==> config.mk <==
export PLATFORM = sky130hd
export DESIGN_NAME = lt_st_synapse
export DESIGN_NICKNAME = d
export VERILOG_FILES = /design/src/rtl/syn_pkg.sv /design/src/rtl/spike_age.sv /design/src/rtl/stdp_element.sv /design/src/rtl/weighted_readout.sv /design/src/rtl/lt_st_synapse.sv
export SDC_FILE = /design/constraint.sdc
export NUM_CORES = 1
export LEC_CHECK = 0
export BUFFER_PORTS_ARGS = -buffer_cell sky130_fd_sc_hd__buf_2
export CAP_MARGIN = 5
export CORE_ASPECT_RATIO = 1.25
export CORE_MARGIN = 3
export CORE_UTILIZATION = 50
export CTS_CLUSTER_SIZE = 30
export DETAILED_ROUTE_END_ITERATION = 12
export PLACE_DENSITY = 0.84
export SLEW_MARGIN = 20
export SYNTH_ARGS = -nofsm -noshare
export SYNTH_HDL_FRONTEND = slang
export SYNTH_HIERARCHICAL = 1
export SYNTH_SLANG_ARGS = --single-unit
==> constraint.sdc <==
create_clock -name clk_i -period 2.4 [get_ports clk_i]
set_input_delay 0.12 -clock clk_i [delete_from_list [all_inputs] [get_ports clk_i]]
set_output_delay 0.12 -clock clk_i [all_outputs]
set_load 0.01 [all_outputs]
==> src/rtl/syn_pkg.sv <==
package syn_pkg;
  typedef struct packed {
    logic pot;
    logic dep;
  } learn_evt_t;

  // halve the peak probability every 2**sh cycles of gap
  function automatic logic [15:0] decay_prob(logic [15:0] peak, int unsigned sh, logic [15:0] dt);
    return peak >> (dt >> sh);
  endfunction
endpackage

==> src/rtl/spike_age.sv <==
module spike_age #(
  parameter int unsigned AGE_W = 6
) (
  input  logic             clk_i,
  input  logic             rst_ni,
  input  logic             spike_i,
  output logic [AGE_W-1:0] age_o
);
  localparam logic [AGE_W-1:0] AGE_MAX = '1;

  always_ff @(posedge clk_i or negedge rst_ni) begin
    if (!rst_ni)           age_o <= AGE_MAX;
    else if (spike_i)      age_o <= AGE_W'(1);
    else if (age_o != AGE_MAX) age_o <= age_o + AGE_W'(1);
  end

  assert_age_saturates_R5: assert property (@(posedge clk_i) disable iff (!rst_ni)
    (age_o == AGE_MAX && !spike_i) |=> age_o == AGE_MAX);
endmodule

==> src/rtl/stdp_element.sv <==
module stdp_element
  import syn_pkg::*;
#(
  parameter int unsigned AGE_W     = 6,
  parameter int unsigned PROB_W    = 8,
  parameter int unsigned POT_PEAK  = 38,
  parameter int unsigned POT_SHIFT = 1,
  parameter int unsigned DEP_PEAK  = 26,
  parameter int unsigned DEP_SHIFT = 1
) (
  input  logic              clk_i,
  input  logic              rst_ni,
  input  learn_evt_t        evt_i,
  input  logic [AGE_W-1:0]  pot_dt_i,
  input  logic [AGE_W-1:0]  dep_dt_i,
  input  logic [PROB_W-1:0] rnd_i,
  input  logic              seed_load_i,
  input  logic              seed_val_i,
  output logic              w_o
);
  logic [PROB_W-1:0] p_pot, p_dep;
  logic              do_set, do_clr;

  assign p_pot = PROB_W'(decay_prob(16'(POT_PEAK), POT_SHIFT, 16'(pot_dt_i)));
  assign p_dep = PROB_W'(decay_prob(16'(DEP_PEAK), DEP_SHIFT, 16'(dep_dt_i)));

  assign do_set = evt_i.pot && !w_o && (rnd_i < p_pot);
  assign do_clr = evt_i.dep &&  w_o && (rnd_i < p_dep);

  always_ff @(posedge clk_i or negedge rst_ni) begin
    if (!rst_ni)          w_o <= 1'b0;
    else if (seed_load_i) w_o <= seed_val_i;
    else if (do_set)      w_o <= 1'b1;
    else if (do_clr)      w_o <= 1'b0;
  end

  assert_set_needs_pot_R3: assert property (@(posedge clk_i) disable iff (!rst_ni)
    (!w_o && !evt_i.pot && !seed_load_i) |=> !w_o);
  assert_clr_needs_dep_R4: assert property (@(posedge clk_i) disable iff (!rst_ni)
    (w_o && !evt_i.dep && !seed_load_i) |=> w_o);
  assert_seed_wins_R8: assert property (@(posedge clk_i) disable iff (!rst_ni)
    seed_load_i |=> (w_o == $past(seed_val_i)));
endmodule

==> src/rtl/weighted_readout.sv <==
module weighted_readout #(
  parameter int unsigned OUT_W  = 8,
  parameter int unsigned LT_VAL = 204,
  parameter int unsigned ST_VAL = 51
) (
  input  logic             pre_i,
  input  logic [1:0]       w_i,
  output logic [OUT_W-1:0] cur_o
);
  logic [OUT_W-1:0] lt_part, st_part;

  assign lt_part = w_i[0] ? OUT_W'(LT_VAL) : '0;
  assign st_part = w_i[1] ? OUT_W'(ST_VAL) : '0;
  assign cur_o   = pre_i ? (lt_part + st_part) : '0;
endmodule

==> src/rtl/lt_st_synapse.sv <==
module lt_st_synapse
  import syn_pkg::*;
#(
  parameter int unsigned AGE_W        = 6,
  parameter int unsigned PROB_W       = 8,
  parameter int unsigned OUT_W        = 8,
  parameter int unsigned LT_POT_PEAK  = 38,
  parameter int unsigned LT_POT_SHIFT = 1,
  parameter int unsigned ST_POT_PEAK  = 38,
  parameter int unsigned ST_POT_SHIFT = 3,
  parameter int unsigned LT_DEP_PEAK  = 26,
  parameter int unsigned LT_DEP_SHIFT = 1,
  parameter int unsigned ST_DEP_PEAK  = 51,
  parameter int unsigned ST_DEP_SHIFT = 3,
  parameter int unsigned LT_VAL       = 204,
  parameter int unsigned ST_VAL       = 51
) (
  input  logic              clk_i,
  input  logic              rst_ni,
  input  logic              pre_spike_i,
  input  logic              post_spike_i,
  input  logic [PROB_W-1:0] rnd_lt_i,
  input  logic [PROB_W-1:0] rnd_st_i,
  input  logic              seed_load_i,
  input  logic              seed_lt_i,
  input  logic              seed_st_i,
  output logic              w_lt_o,
  output logic              w_st_o,
  output logic [OUT_W-1:0]  cur_o
);
  localparam logic [AGE_W-1:0] AGE_MAX = '1;
  localparam int unsigned N_ELEM = 2;

  logic [AGE_W-1:0]              pre_age, post_age;
  learn_evt_t                    evt;
  logic [N_ELEM-1:0][PROB_W-1:0] rnd_vec;
  logic [N_ELEM-1:0]             seed_vec, w_vec;

  spike_age #(.AGE_W(AGE_W)) u_pre_age (
    .clk_i, .rst_ni, .spike_i(pre_spike_i), .age_o(pre_age));
  spike_age #(.AGE_W(AGE_W)) u_post_age (
    .clk_i, .rst_ni, .spike_i(post_spike_i), .age_o(post_age));

  // same-cycle pair has zero gap: neither rule applies
  assign evt.pot = post_spike_i && !pre_spike_i && (pre_age  != AGE_MAX);
  assign evt.dep = pre_spike_i  && !post_spike_i && (post_age != AGE_MAX);

  assign rnd_vec  = {rnd_st_i, rnd_lt_i};
  assign seed_vec = {seed_st_i, seed_lt_i};

  for (genvar g = 0; g < N_ELEM; g++) begin : g_elem
    localparam int unsigned PP = (g == 0) ? LT_POT_PEAK  : ST_POT_PEAK;
    localparam int unsigned PS = (g == 0) ? LT_POT_SHIFT : ST_POT_SHIFT;
    localparam int unsigned DP = (g == 0) ? LT_DEP_PEAK  : ST_DEP_PEAK;
    localparam int unsigned DS = (g == 0) ? LT_DEP_SHIFT : ST_DEP_SHIFT;
    stdp_element #(
      .AGE_W(AGE_W), .PROB_W(PROB_W),
      .POT_PEAK(PP), .POT_SHIFT(PS), .DEP_PEAK(DP), .DEP_SHIFT(DS)
    ) u_el (
      .clk_i, .rst_ni,
      .evt_i(evt),
      .pot_dt_i(pre_age),
      .dep_dt_i(post_age),
      .rnd_i(rnd_vec[g]),
      .seed_load_i,
      .seed_val_i(seed_vec[g]),
      .w_o(w_vec[g])
    );
  end

  weighted_readout #(.OUT_W(OUT_W), .LT_VAL(LT_VAL), .ST_VAL(ST_VAL)) u_read (
    .pre_i(pre_spike_i), .w_i(w_vec), .cur_o(cur_o));

  assign w_lt_o = w_vec[0];
  assign w_st_o = w_vec[1];

  assert_coincident_hold_R6: assert property (@(posedge clk_i) disable iff (!rst_ni)
    (pre_spike_i && post_spike_i && !seed_load_i) |=> ($stable(w_lt_o) && $stable(w_st_o)));
endmodule

### Word level (Yosys, flattened, before mapping)

Index checks and enable logic that the tools add are counted.
W data, S select, Z words.

* output and inout port bits: 10
* register bits: 14
* input port bits: 23

* add/sub/neg operators: 3
* mux-type cells: 13
* reductions and logical operators: 20
* equality and inequality tests: 2
* shift operators: 4
* order comparisons: 4

Operators by type and width (number)
* $lt A8 B8 Y1: 4
* $mux W6: 5
* $mux W8: 2
* $shr A6 B3 Y8 const A: 2
* $add A6 B1 Y6 const B: 2
* $logic_and A1 B1 Y1: 12
* $ne A6 B6 Y1 const B: 2
* $add A8 B8 Y8: 1
* $shr A5 B5 Y8 const A: 1
* $shr A6 B5 Y8 const A: 1
* $mux W1: 6
* $reduce_bool A3 Y1: 2
* $logic_not A1 Y1: 4
* $reduce_bool A2 Y1: 2

### Logic depth before layout (Yosys ltp)

* depth in word-level cells: 8
* mapped depth: 9
* gate-level depth less buffers: 9

### Hierarchy

The synthesis kept the hierarchy.

By module, submodules not included
* spike_age: sequential area each 157.7 um^2, cells each 29, times used 2, area an instance 314.1 um^2
* stdp_element (g_elem[1].u_el): sequential area each 25.0 um^2, cells each 49, times used 1, area an instance 400.4 um^2
* stdp_element (g_elem[0].u_el): sequential area each 25.0 um^2, cells each 49, times used 1, area an instance 394.1 um^2
* weighted_readout: sequential area each 0.0 um^2, cells each 8, times used 1, area an instance 57.6 um^2
* lt_st_synapse: sequential area each 0.0 um^2, cells each 6, times used 1, area an instance 41.3 um^2

### Worst setup path after synthesis

No wires, ideal clock.

* path type: flip-flop to flip-flop
* from: register u_pre_age.age_o[3]
* to: register g_elem[1].u_el.w_o
* period minus slack after synthesis: 2172 ps
* path slack: 228 ps
* required time: 2272 ps
* arrival: 2045 ps
* cell stages (with the launch flop): 9
* path buffers: 0
* path through: dfstp_2 inv_1 ha_1 or2_2 ha_1 nand4_1 a211o_1 a31oi_1 o31ai_1

* longest elaborated chain between the ends: 6
* elaborated cells between the ends (all ways): 9

RTL lines
* start: declaration: line spike_age.sv:7 `output logic [AGE_W-1:0] age_o`
* start signal: assignment: line spike_age.sv:14 `else if (age_o != AGE_MAX) age_o <= age_o + AGE_W'(1);`
* parallel branches: the longest is 3 deep, another holds $lt A8 B8 Y1
* $logic_and A1 B1 Y1 *: line stdp_element.sv:27 `assign do_set = evt_i.pot && !w_o && (rnd_i < p_pot);`
* $mux W1: line stdp_element.sv:33 `else if (do_set) w_o <= 1'b1;`
* $mux W1: line stdp_element.sv:32 `else if (seed_load_i) w_o <= seed_val_i;`
* end signal: assignment: line stdp_element.sv:32
* end: declaration: line stdp_element.sv:19 `output logic w_o`

Every way passes the cells marked *.
A chain may end at the register's enable or synchronous reset.

### Worst setup path in the final report

* from: register u_post_age.age_o[4]
* to: register g_elem[1].u_el.w_o

* longest elaborated chain between the ends: 5
* elaborated cells between the ends (all ways): 7

RTL lines
* start: declaration: line spike_age.sv:7
* start signal: assignment: line spike_age.sv:14
* parallel branches: the longest is 3 deep, another holds $lt A8 B8 Y1
* $logic_and A1 B1 Y1 *: line stdp_element.sv:28 `assign do_clr = evt_i.dep && w_o && (rnd_i < p_dep);`
* $reduce_bool A3 Y1 (no line) *

Marks and branches as above.

==> metrics.md <==
| Metric | Value |
|---|---|
| Status | complete, no violations |
| Max incr delay on CP | ~0.67 ns |
| Storage element area | about 370 µm² |
| Most numerous cell in the Yosys netlist | ha_1 |
| Setup Skew | 0.00994 ns |
| Drt initial violations | between 50 and 60 |
| Vias per cell | between 5 and 6 |
| Area delta synth->final | 14.4% |
| Yosys top cell by area | dfstp_2 |
| CTS-repair resized insts | 0 |
| Top cells by count, synth | ha_1 (25), dfstp_2 (12), nand2_1 (12) |
| Crit-path cells | inv_1 -> ha_1 -> nand2_1 -> ha_1 -> a211oi_1 -> nand4b_1 -> a311oi_1 -> o31ai_1 |
| RePlAce Congestion | a little under 0.9 |
| Number of global-route vias before repair | between 1000 and 1500 |
| Via count | 1416 |
| Peak VDD IR | 0.296 mV |
| CP endpoint kind | flop |
| Site row count | 21 |
| Synth Register Bits | 14 |
| Post-CTS setup buffers | 0 |
| Starting density of the core | 54.6% |
| Number of max-cap violations | 0 |
| Clock Latency Late Sink | 0.29 ns |
| EDFF count, synth | 0 |
| Die area | 0.00375 mm² |
| Worst hold slack | 0.0356 ns |
| Cell variety after synth | 44 |
| Synth Net Count | about 220 |
| Max Root-Sink Buffers | 2 |
| Avg WL per Cell | 14.8 µm |
| Gate Count Post-Synth | 170 |
| P_leak | a little under 0.0008 µW |
| Number of port buffers | 32 |
| Fin crit share | 88.9% |
| Share of layout cells above drive strength 1 | 30.5% |
| Die Y | 67.7 µm |
| Core ar. | approximately 0.0028 mm² |
| Drt first pass iters | 4 |
| First-pass GRT wire length | about 6.0 mm |
| Overall routing resource usage | between 10% and 20% |
| Endpoints failing hold | 0 |
| Critical Path RT | 2.58 ns |
| Arrival time worst endpoint | 2.31 ns |
| Post-route DRC | 0 |
| CTS Buf Count | 3 |
| Mean post-synth cell area | 8.95 µm² |
| Top-Level Pins | 33 |
| Power per cell area | between 400 and 500 mW/mm² |
| Area of the multi-input gates | between 0.001 and 0.0015 mm² |
| Antenna diodes | 0 |
| Global route overflow | 0 |
| Crit path max fanout | 11 |
| Hold Crit Class | in2reg |
| # clock sinks | 14 |
| Setup TNS | 0 ns |
| Max Freq | approximately 470 MHz |
| Endpoints failing setup | 0 |
| CP Launch Type | flop |
| Final core occ | 62.5% |
| Synthesized area | 0.00152 mm² |
| Chip width | 55.3 µm |
| HPWL Detailed | 2.73 mm |
| Ys flop type | dfstp_2 |
| FILL cells | 261 |
| Slowest CP cell | dfstp_2 |
| Actual slew at the worst max-slew pin | 0.433 ns |
| Post-synthesis sequential area ratio | around a quarter |
| Total wire length | 3.50 mm |
| Clock Tree Root | clkbuf_4 |
| Final Slew Violations | 0 |
| Slew headroom | 70.9% |
| Clock-pin transition on the worst setup and hold timing paths | about 0.10 ns |
| H-tree depth | 1 |
| Crit path time final | 2.13 ns |
| Largest net degree at the start of global routing | 17 |
| Share of the synthesized area in the top cell type | 20.7% |
| Initial antenna violation count | 0 |
| Final Power | roughly 700 µW |
| Final net count | 252 |
| Leading post-synthesis cells by cell area | dfstp_2 (21%), ha_1 (21%), a31oi_1 (4.1%), dfrtp_1 (3.3%), nor3_1 (3.3%) |
| Antenna viol nets, final | 0 |
| CP dominant cell by count | ha_1 |
| Post-synth ARST share | 100% |
| CTS tree | done |
| Synth warn | 6 |
| RSZ-0062 raised after global routing | no |
| Setup CP Type | reg2reg |
[cell type report]
class | instances | area share (%)
multi-input combinational | 140 | 61.7
sequential | 14 | 21.0
timing repair buffer | 35 | 10.6
tap | 34 | 2.44
inverter | 10 | 2.16
clock buffer | 4 | 2.08
[layer usage]
metal | routed length [µm] | up-vias | track usage, %
li1 | - | 715 | -
met1 | 1520 | 648 | 24.0
met2 | 1740 | 47 | 34.6
met3 | 191 | 6 | 3.44
met4 | 51 | 0 | 8.51
met5 | 0 | - | 0
[cell families after synthesis]
| family | count (synthesis) | synth area share (%) |
|---|---|---|
| XOR/XNOR | 1 | 0.576 |
| adder cells (fa/ha/maj) | 25 | 20.6 |
| flip-flops | 14 | 24.0 |
| buffers and inverters | 16 | 5.43 |
| AO/OA/AOI/OAI | 49 | 23.2 |
| multiplexers | 1 | 0.987 |
| AND/OR/NAND/NOR | 64 | 25.2 |
[cells in the final DEF, fill, tap and decap left out, types with 4 or more instances in the layout]
master,instances
nand3_1,5
inv_1,10
nor3_1,10
nor2_1,4
o21bai_1,4
dfstp_2,12
a21oi_1,5
buf_2,32
o21ai_0,4
a31oi_1,10
nand2b_1,7
o211ai_1,5
ha_1,25
nand2_1,12
[where the power goes]
part           leakage (µW)  switching (µW)  internal [µW]
Sequential         0.000148            29.4            261
Combinational      0.000605             119            112
Clock             0.0000210            84.9           92.4
Total              0.000774             234            465
[sequential cells by signal (all words and copies together), names as in the netlist]
signal / cells
u_post_age/age_o: 6
g_elem.u_el/w_o: 2
u_pre_age/age_o: 6
[timing repair]
action	4_1_cts	5_1_grt
hold buffers	1	0
hold endpoints to repair	8	0
endpoints found under the setup margin	0	0
[through the flow]
stage	area, µm²	setup WS (ns)	std cells
after global routing	1740	0.0624	237
after detailed placement	1690	0.281	232
final	1740	0.266	237
after floorplan	1520	0.228	170
after global placement	1690	0.308	232
after CTS	1740	0.265	237
[worst max-delay path: cells and delay by family (launching register included)]
family	cells	cell delay, ns
flip-flops	1	0.67
AO/OA/AOI/OAI	3	0.63
adder cells (fa/ha/maj)	2	0.45
AND/OR/NAND/NOR	2	0.19
buffers and inverters	1	0.09
[final timing paths]
path	startpoint	endpoint	slack, ns	cells past startpoint
hold / removal	post_spike_i	u_post_age/age_o[5]	0.04	2
min in group asynchronous	rst_ni	g_elem[0].u_el/w_o	0.26	2
setup reg to reg	u_post_age/age_o[4]	g_elem[1].u_el/w_o	0.27	8
max in group asynchronous	rst_ni	u_pre_age/age_o[3]	1.83	2
hold reg to reg	u_post_age/age_o[2]	u_post_age/age_o[2]	0.60	2
setup / recovery	u_post_age/age_o[4]	g_elem[1].u_el/w_o	0.27	8
Note: power is estimated with default switching activity, not from simulation.
